**config.mk**
```make
export PLATFORM = sky130hd
export DESIGN_NAME = flash_prot_top
export DESIGN_NICKNAME = d
export VERILOG_FILES = /design/src/rtl/flash_prot_pkg.sv /design/src/rtl/flash_region_dec.sv /design/src/rtl/flash_permit_calc.sv /design/src/rtl/flash_prot_top.sv
export SDC_FILE = /design/constraint.sdc
export NUM_CORES = 1
export LEC_CHECK = 0
export CAP_MARGIN = 15
export CORE_MARGIN = 4
export CORE_UTILIZATION = 18
export DETAILED_ROUTE_END_ITERATION = 16
export PLACE_DENSITY = 0.7
export SYNTH_ARGS = -nofsm -noshare
export SYNTH_HDL_FRONTEND = slang
export SYNTH_SLANG_ARGS = --single-unit
```
**constraint.sdc**
```tcl
create_clock -name clk -period 1 [get_ports clk]
set_clock_uncertainty 0.15 [all_clocks]
set_input_delay 0.25 -clock clk [delete_from_list [all_inputs] [get_ports clk]]
set_output_delay 0.25 -clock clk [all_outputs]
set_load 0.005 [all_outputs]
```
**src/rtl/flash_prot_pkg.sv**
```systemverilog
package flash_prot_pkg;
    localparam int NUM_REGIONS = 4;
    localparam int RG_BOOT  = 0;
    localparam int RG_PAR1  = 1;
    localparam int RG_PAR2  = 2;
    localparam int RG_MAIN  = 3;

    typedef enum logic [2:0] {
        OP_NONE       = 3'd0,
        OP_PROG       = 3'd1,
        OP_SECT_ERASE = 3'd2,
        OP_CHIP_ERASE = 3'd3,
        OP_LOCK       = 3'd4
    } flash_op_e;

    typedef struct packed {
        logic locked;
    } prot_state_t;
endpackage

```
**src/rtl/flash_region_dec.sv**
```systemverilog
module flash_region_dec
    import flash_prot_pkg::*;
#(
    parameter int TAG_W    = 6,
    parameter bit TOP_BOOT = 1'b1
) (
    input  logic [TAG_W-1:0]       blk_tag,
    output logic [NUM_REGIONS-1:0] region
);
    logic [TAG_W-1:0] rank;

    generate
        if (TOP_BOOT) begin : g_top
            assign rank = ~blk_tag;
        end else begin : g_bottom
            assign rank = blk_tag;
        end
    endgenerate

    always_comb begin
        region = '0;
        if (rank == TAG_W'(0))      region[RG_BOOT] = 1'b1;
        else if (rank == TAG_W'(1)) region[RG_PAR1] = 1'b1;
        else if (rank == TAG_W'(2)) region[RG_PAR2] = 1'b1;
        else                        region[RG_MAIN] = 1'b1;
    end
endmodule

```
**src/rtl/flash_permit_calc.sv**
```systemverilog
module flash_permit_calc
    import flash_prot_pkg::*;
(
    input  logic [NUM_REGIONS-1:0] region,
    input  flash_op_e              op,
    input  logic                   req_valid,
    input  logic                   active,
    input  logic                   locked,
    input  logic                   override,
    output logic [NUM_REGIONS-1:0] mask
);
    logic boot_open;
    assign boot_open = !locked || override;

    always_comb begin
        mask = '0;
        if (active && req_valid) begin
            case (op)
                OP_PROG: begin
                    mask = region;
                    if (region[RG_BOOT] && !boot_open) mask = '0;
                end
                OP_SECT_ERASE: begin
                    if (region[RG_PAR1] || region[RG_PAR2]) begin
                        mask = region;
                    end else begin
                        mask[RG_MAIN] = 1'b1;
                        mask[RG_BOOT] = boot_open;
                    end
                end
                OP_CHIP_ERASE: begin
                    mask[RG_MAIN] = 1'b1;
                    mask[RG_PAR1] = 1'b1;
                    mask[RG_PAR2] = 1'b1;
                    mask[RG_BOOT] = boot_open;
                end
                default: mask = '0;
            endcase
        end
    end
endmodule

```
**src/rtl/flash_prot_top.sv**
```systemverilog
module flash_prot_top
    import flash_prot_pkg::*;
#(
    parameter int ADDR_W       = 19,
    parameter int BLK_W        = 13,
    parameter int DATA_W       = 16,
    parameter int ID_LOCK_ADDR = 2,
    parameter bit TOP_BOOT     = 1'b1,
    parameter bit LOCK_INIT    = 1'b0
) (
    input  logic                   clk,
    input  logic                   rst_n,
    input  logic [ADDR_W-1:0]      addr,
    input  logic [2:0]             op,
    input  logic                   req_valid,
    input  logic                   hv_override,
    input  logic                   id_mode,
    output logic [NUM_REGIONS-1:0] permit,
    output logic                   lock_status,
    output logic [DATA_W-1:0]      id_data
);
    localparam int TAG_W = ADDR_W - BLK_W;

    flash_op_e                op_e;
    logic [NUM_REGIONS-1:0]   region;
    prot_state_t              st_d;
    prot_state_t              st_q = '{locked: LOCK_INIT};

    assign op_e = flash_op_e'(op);

    flash_region_dec #(
        .TAG_W   (TAG_W),
        .TOP_BOOT(TOP_BOOT)
    ) region_dec_i (
        .blk_tag(addr[ADDR_W-1:BLK_W]),
        .region (region)
    );

    flash_permit_calc permit_calc_i (
        .region   (region),
        .op       (op_e),
        .req_valid(req_valid),
        .active   (rst_n),
        .locked   (st_q.locked),
        .override (hv_override),
        .mask     (permit)
    );

    always_comb begin
        st_d = st_q;
        if (rst_n && req_valid && op_e == OP_LOCK) st_d.locked = 1'b1;
    end

    // Non-volatile flag: reset deliberately leaves it alone.
    always_ff @(posedge clk) begin
        st_q <= st_d;
    end

    assign lock_status = st_q.locked;

    always_comb begin
        id_data = '0;
        if (id_mode && addr == ADDR_W'(ID_LOCK_ADDR)) id_data[0] = st_q.locked;
    end
endmodule

```
# == Yosys cells after proc, flatten, opt, wreduce, memory -nomap -nowiden ==
# Index checks and enable logic that the tools add are counted.
# word_totals
ff_bits,0
latch_bits,0
ram_bits,0
romBits,0
in_bits,27
mem_count,0
# classes
n_addsub,0
multipliers,0
div_mod_pow,0
n_lt_le_gt_ge,0
eq_ne,6
shift,0
muxes,13
n_bitwise,1
reduce_logical,6
# op_table
op,count
"== test 19 x 2 -> 1 bit, second input constant",1
case mux 4 bit (3 select lines),1
two-way mux 4 bit,2
two-way mux 1 bit,7
"== test 3 x 2 -> 1 bit, second input constant",2
"== test 6 x 1 -> 1 bit, second input constant",1
"== test 6 x 2 -> 1 bit, second input constant",1
logical NOT 6 bit,1
NOT 6 bit,1
two-way mux 2 bit,2
"== test 3 x 1 -> 1 bit, second input constant",1
logical AND 1 bit,3
two-way mux 3 bit,1
logical NOT 1 bit,1
logical OR 1 bit,1

# == Longest topological paths before layout ==
# Gate-level depths: netlist of the first run.
# logic_depth
depth_word,9
depth_mapped,3

# == Cells and area by module ==
# Synthesis of the first run repeated with hierarchy kept, for this count alone.
# hier_totals
cells_unflattened,52
area_unflattened_um2,370.4
# modules_own_cells
mod,n_inst,cells_each,area_per_inst_um2,seq_area_each_um2
flash_prot_top,1,26,195.2,0.0
flash_permit_calc,1,20,133.9,0.0
flash_region_dec,1,6,41.3,0.0

# == Least setup slack after synthesis of the first run ==
# No wires, ideal clock.
# synth_path
path_kind,input port to output port
start,in addr[16]
end,out permit[0]
arrival_ns,0.746
path_slack_ns,-0.146
stages,3
path_buffers,0
cell_sequence,and4_1 > nand4_1 > a31oi_1
# synth_via
elab_chain_cells,9
elab_cells_between_ends,15
cone_classes,eq/ne (2); mux (9); bitwise (1); reduce/logical (3)
# synth_lines
element,line,text
from (decl),flash_prot_top.sv:13,"input logic [ADDR_W-1:0] addr,"
NOT 6 bit (*),flash_region_dec.sv:14,assign rank = ~blk_tag;
== test 6 x 2 -> 1 bit,flash_region_dec.sv:24,else if (rank == TAG_W'(2)) region[RG_PAR2] = 1'b1;
two-way mux 1 bit,flash_region_dec.sv:24,
two-way mux 2 bit,flash_region_dec.sv:23,else if (rank == TAG_W'(1)) region[RG_PAR1] = 1'b1;
two-way mux 3 bit,flash_region_dec.sv:22,if (rank == TAG_W'(0)) region[RG_BOOT] = 1'b1;
logical OR 1 bit,flash_permit_calc.sv:24,if (region[RG_PAR1] || region[RG_PAR2]) begin
two-way mux 1 bit,flash_permit_calc.sv:24,
case mux 4 bit (3 select lines) (*),flash_permit_calc.sv:18,case (op)
two-way mux 4 bit (*),flash_permit_calc.sv:17,if (active && req_valid) begin
to (decl),flash_prot_top.sv:18,"output logic [NUM_REGIONS-1:0] permit,"
# Mark *: on every way between the ends. The rest lies on a longest branch, timed or not.

# == Final worst setup path of the first run ==
# layout_path
start,in addr[2]
end,out id_data[0]
# layout_via
elab_chain_cells,3
# layout_lines
element,line,text
== test 19 x 2 -> 1 bit,flash_prot_top.sv:63,if (id_mode && addr == ADDR_W'(ID_LOCK_ADDR)) id_data[0] = st_q.locked;
logical AND 1 bit,flash_prot_top.sv:63,
two-way mux 1 bit,flash_prot_top.sv:63,
to (decl),flash_prot_top.sv:20,output logic [DATA_W-1:0] id_data
# No other way between the ends.

==> results of run 1 <==
-- power by group through the flow --
stage | Sequential (mW) | Clock (mW) | Combinational (mW)
floorplan | 0 | 0 | 0.0875
global placement | 0 | 0 | 0.180
detailed placement | 0 | 0 | 0.182
CTS | 0 | 0 | 0.157
global route | 0 | 0 | 0.190
finish | 0 | 0 | 0.172
-- worst min path at each step --
stage                start          to  slack, ps  cells after the start
2_1_floorplan  hv_override   permit[0]        420                      2
3_3_place_gp   hv_override   permit[0]       1300                      4
3_5_place_dp   hv_override   permit[0]       1280                      4
4_1_cts           addr[18]  id_data[0]        730                      5
5_1_grt           addr[18]  id_data[0]        730                      5
6_report          addr[15]  id_data[0]        680                      5
-- cell families (layout without fill, tap and decap cells) --
| group | Yosys count | count (layout) | share of synthesized area |
|---|---|---|---|
| buffers and inverters | 16 | 36 | 0.427 |
| other | 2 | 16 | 0.0267 |
| AO/OA/AOI/OAI | 7 | 7 | 0.138 |
| AND/OR/NAND/NOR | 19 | 19 | 0.409 |
-- timing repair --
| item | in CTS | in global routing |
|---|---|---|
| endpoints found under the hold margin | 0 | 0 |
| pin swaps | 20 | 14 |
| setup buffers | 0 | 0 |
| resized for setup | 91 | 24 |
| setup endpoints to repair | 5 | 5 |
-- placed cells by master, fill, tap and decap left out --
master           Yosys  final
a21o_1               1      1
a31oi_1              1      1
nor2_2               0      1
a21oi_2              0      3
clkdlybuf4s15_1      0      3
clkbuf_2             0      6
nand3b_1             3      3
dlygate4sd2_1        0      5
conb_1               2     16
buf_8                0      2
buf_6                0      6
buf_2                0      9
nand3_1              2      2
nand2_1              2      2
nor4b_4              0      2
clkdlybuf4s15_2      0      1
and3b_2              0      1
and4_4               0      1
o21ai_1              0      1
nor2_1               4      3
buf_4               16      4
nor4_2               0      2
nand4_1              2      2
o21ai_4              0      1
-- routing by layer --
metal | vias up | global-route usage
li1 | 196 | -
met1 | 161 | 0.0879
met2 | 34 | 0.158
met3 | 0 | 0.0338
met4 | 0 | 0
met5 | - | 0
-- layout make-up --
| cell class | count | area, um^2 |
|---|---|---|
| fillers | 165 | 896 |
| multi-input cells | 42 | 285 |
| well taps | 16 | 20.0 |
| repair buffers | 36 | 288 |
==> results.toml, run 1 <==
[timing]
rsz0062_at_grt = "yes"
fmax_mhz = 731
hold_ws_ps = 676
period_needed_ps = 1370
setup_viol = 5
slew_violations = 0
final.period_utilization = 1.37
setup_ws_ps = -368
final_hold_viol_count = 0
tns_ps = -1550

[worst_setup_path]
crit_path_end_kind = "output pin"
critPathLaunchType = "input port"
criticalPathCategory = "input port to output pin"
slowest_delay_ps = 200
critPathBufInv = 2
crit_path_cell_trace = "clkdlybuf4s15_2 -> nor4b_4 -> nand3_1 -> nor2_1 -> buf_2"
cp_top_family = "simple AND/OR/NAND/NOR gates"
critical_path.endpoint = "id_data[0]"
cp.depth = 5
required_ps = 600
cp_max_fo = 1
crit_slowest_cell = "nor4b_4"
crit_arrival_ps = 970
startpoint = "addr[2]"

[die]
dieArea_um2 = 2260
die_y_um = 47.5
die_w_um = 47.5
rows = 14
ios = 48
core-area_um2 = 1490
initial_core_util = 0.189

[final_layout]
fin_nets = 107
finalNonFillerCells = 94
nClkBuffers = 0
syn_to_final_growth_pct = 111
final_layout_size_suffix_gt1_frac = 0.500
fin_util = 0.398
finalInstanceArea_um2 = 593
seq_cells = 0
diodes = 0
regArea_um2 = 0

[routing]
routed_wl_um = 974
drt-initial-drc-count = 0
wl_met1_um = 321
drtPass1Iterations = 1
met3WireLength_um = 213
via_per_inst = 4.16
wl_per_cell_um = 10.4
post-route-drc-count = 0
wl_met2_um = 438
detail-route-antenna-nets = 0
highest_layer = "met3"
vias = 391

[synthesis]
syn_inst = 44
synth_cell_types = 15
syn_area_um2 = 282
netlist_top_cells_count = "16 x buf_4, 4 x nor2_1, 3 x a21oi_1, 3 x nand3b_1"
yosysMostFrequentCell = "buf_4"
synth_top_area_frac = 0.427
syn_avg_cell_area_um2 = 6.40
yosysTopAreaCell = "buf_4"
synthTopCellsByArea = "buf_4 43%, nand3b_1 8.0%, nor4b_1 6.2%, a21oi_1 5.3%, nor2_1 5.3%"
yosysSeqAreaShare = 0
ys.warnings.count = 0

[power_and_ir_drop]
ir_worst_vdd_mv = 0.0983
p_switching_uw = 71.2
seq_power_share = 0
power_frac_comb = 1.000
p_int_uw = 101
switching_share = 0.414
powerDensity_nw_per_um2 = 290
pwr-share-clk = 0
total_power_uw = 172
leakagePower_nw = 0.292

[placed_design]
place_ws_ps = -1210
globalplace.congestion = 0.748
io_buffers = 31
hpwl_um = 871
placed_cells = 94
placed_cell_area_um2 = 618

[global_routing]
antenna_found_initial = 0
grt_usage = 0.0818
overflow = 0
grt_max_degree = 5
grt_pass1_wl_um = 1410
grt_pass1_vias = 341

[flow_run]
max_cap_violations = 0

[run_status]
violations = "setup timing"
status = "finished, violations left"

[clock_tree]
ctsHoldBuffers = 0

[hold_path]
hp-class = "input port to output pin"
No activity file was read; power rests on OpenSTA's default activity.
==> inputs of run 2 (changes only) <==
CAP_MARGIN = 30   (was 15)
CORE_ASPECT_RATIO = 0.9   (was default)
==> run 2 against run 1 <==
Compared with the run above:
- the flow still finishes with violations (setup timing)
- sequential share of layout area is the same
- combinational power up 5%
- via count rose by 4.9%
- die area about the same
- highest routed layer unchanged
- maximum frequency is 4.3% lower
- clock-buffer cell count unchanged
- worst setup slack worse by 61 ps
- hold slack improved by 17 ps
- cell area increased by 4.4%
==> results.toml, run 2 (same netlist as run 1, synthesis figures left out) <==
[power_and_ir_drop]
leakagePower_nw = 0.304
ir_worst_vdd_mv = 0.133
powerDensity_nw_per_um2 = 290

[final_layout]
fin_nets = 110
diodes = 0
nClkBuffers = 0
fin_util = 0.423
fillers = 169
seq_cells = 0
multi_input_area_um2 = 279
final_layout_size_suffix_gt1_frac = 0.457
finalNonFillerCells = 96
layout_common_cells = "16 x conb_1, 10 x buf_2, 6 x clkdlybuf4s15_1, 6 x buf_4"
syn_to_final_growth_pct = 120
layout_commonest_cell = "conb_1"
regArea_um2 = 0

[worst_setup_path]
crit_arrival_ps = 1030
slowest_delay_ps = 250
critPathLaunchType = "input port"
criticalPathCategory = "input port to output pin"
critical_path.endpoint = "id_data[0]"
crit_slowest_cell = "nor4b_4"
startpoint = "addr[15]"
cp_top_family = "simple AND/OR/NAND/NOR gates"
cp.depth = 6
crit_path_end_kind = "output pin"
critPathBufInv = 3
crit_path_cell_trace = "buf_8 -> buf_4 -> nor4b_4 -> nand3_1 -> nor2_1 -> buf_2"
required_ps = 600
cp_max_fo = 3

[routing]
via_per_inst = 4.27
highest_layer = "met3"
met3WireLength_um = 149
drt-initial-drc-count = 1
routed_wl_um = 1080
post-route-drc-count = 0
wl_met1_um = 417
wl_met2_um = 508
vias = 410
wl_per_cell_um = 11.2
drtPass1Iterations = 3
detail-route-antenna-nets = 0

[global_routing]
grt_usage = 0.0885
grt_max_degree = 6
overflow = 0
grt_pass1_vias = 406
grt_pass1_wl_um = 1620
antenna_found_initial = 0

[placed_design]
globalplace.congestion = 0.675
io_buffers = 31
placed_cells = 92
hpwl_um = 845

[hold_path]
hp-class = "input port to output pin"

[die]
rows = 13
initial_core_util = 0.192
ios = 48
die_y_um = 45.5
die_w_um = 49.7
dieArea_um2 = 2260
core-area_um2 = 1460

[clock_tree]
ctsHoldBuffers = 0

[flow_run]
max_cap_violations = 0

[run_status]
violations = "setup timing"
status = "finished, violations left"

[timing]
final_hold_viol_count = 0
rsz0062_at_grt = "yes"
final.period_utilization = 1.43
setup_viol = 5
period_needed_ps = 1430
setup_ws_ps = -429
slew_violations = 0
fmax_mhz = 700
hold_ws_ps = 693
==> run 2: repair_timing <==
action,in CTS,in global routing
resized for setup,92,9
setup buffers,2,2
endpoints found under the setup margin,5,5
pin swaps,14,9
cloned,0,0
==> run 2: where the power goes <==
group / total (mW) / switching (mW) / internal, mW
Combinational: 0.180 / 0.0735 / 0.106
Sequential: 0 / 0 / 0
Clock: 0 / 0 / 0
Total: 0.180 / 0.0735 / 0.106
==> run 2: how the worst min path moves through the flow <==
stage	slack, ps	endpoint	start	cells after the start
floorplan	420	permit[0]	hv_override	2
global placement	1300	permit[0]	hv_override	4
detailed placement	1290	permit[0]	hv_override	4
CTS	680	id_data[0]	addr[18]	5
global route	720	id_data[0]	addr[18]	5
finish	690	id_data[0]	addr[18]	5
==> run 2: layout make-up <==
| type | instances | share of cell area |
|---|---|---|
| Timing Repair Buffer | 39 | 0.519 |
| Multi-Input combinational cell | 42 | 0.451 |
| Tap cell | 15 | 0.0303 |
==> run 2: per-stage QoR <==
| step | power, mW | area (um^2) | setup WS [ps] | TNS, ps |
|---|---|---|---|---|
| 2_1_floorplan | 0.0875 | 370 | -127 | -454 |
| 3_3_place_gp | 0.177 | 609 | -1200 | -5660 |
| 3_5_place_dp | 0.180 | 609 | -1220 | -5710 |
| 4_1_cts | 0.167 | 603 | -440 | -1970 |
| 5_1_grt | 0.196 | 619 | -515 | -2210 |
| 6_report | 0.180 | 619 | -429 | -1910 |
==> run 2: layer usage <==
layer,track usage,vias to the layer above
li1,-,200
met1,0.0988,175
met2,0.185,35
met3,0.0164,0
met4,0,0
met5,0,-
==> inputs of run 3 (changes only) <==
ABC_CLOCK_PERIOD_IN_PS = 1000   (was default)
==> results of run 3 <==
Final layout, timing and power as in run 2 (identical DEF).
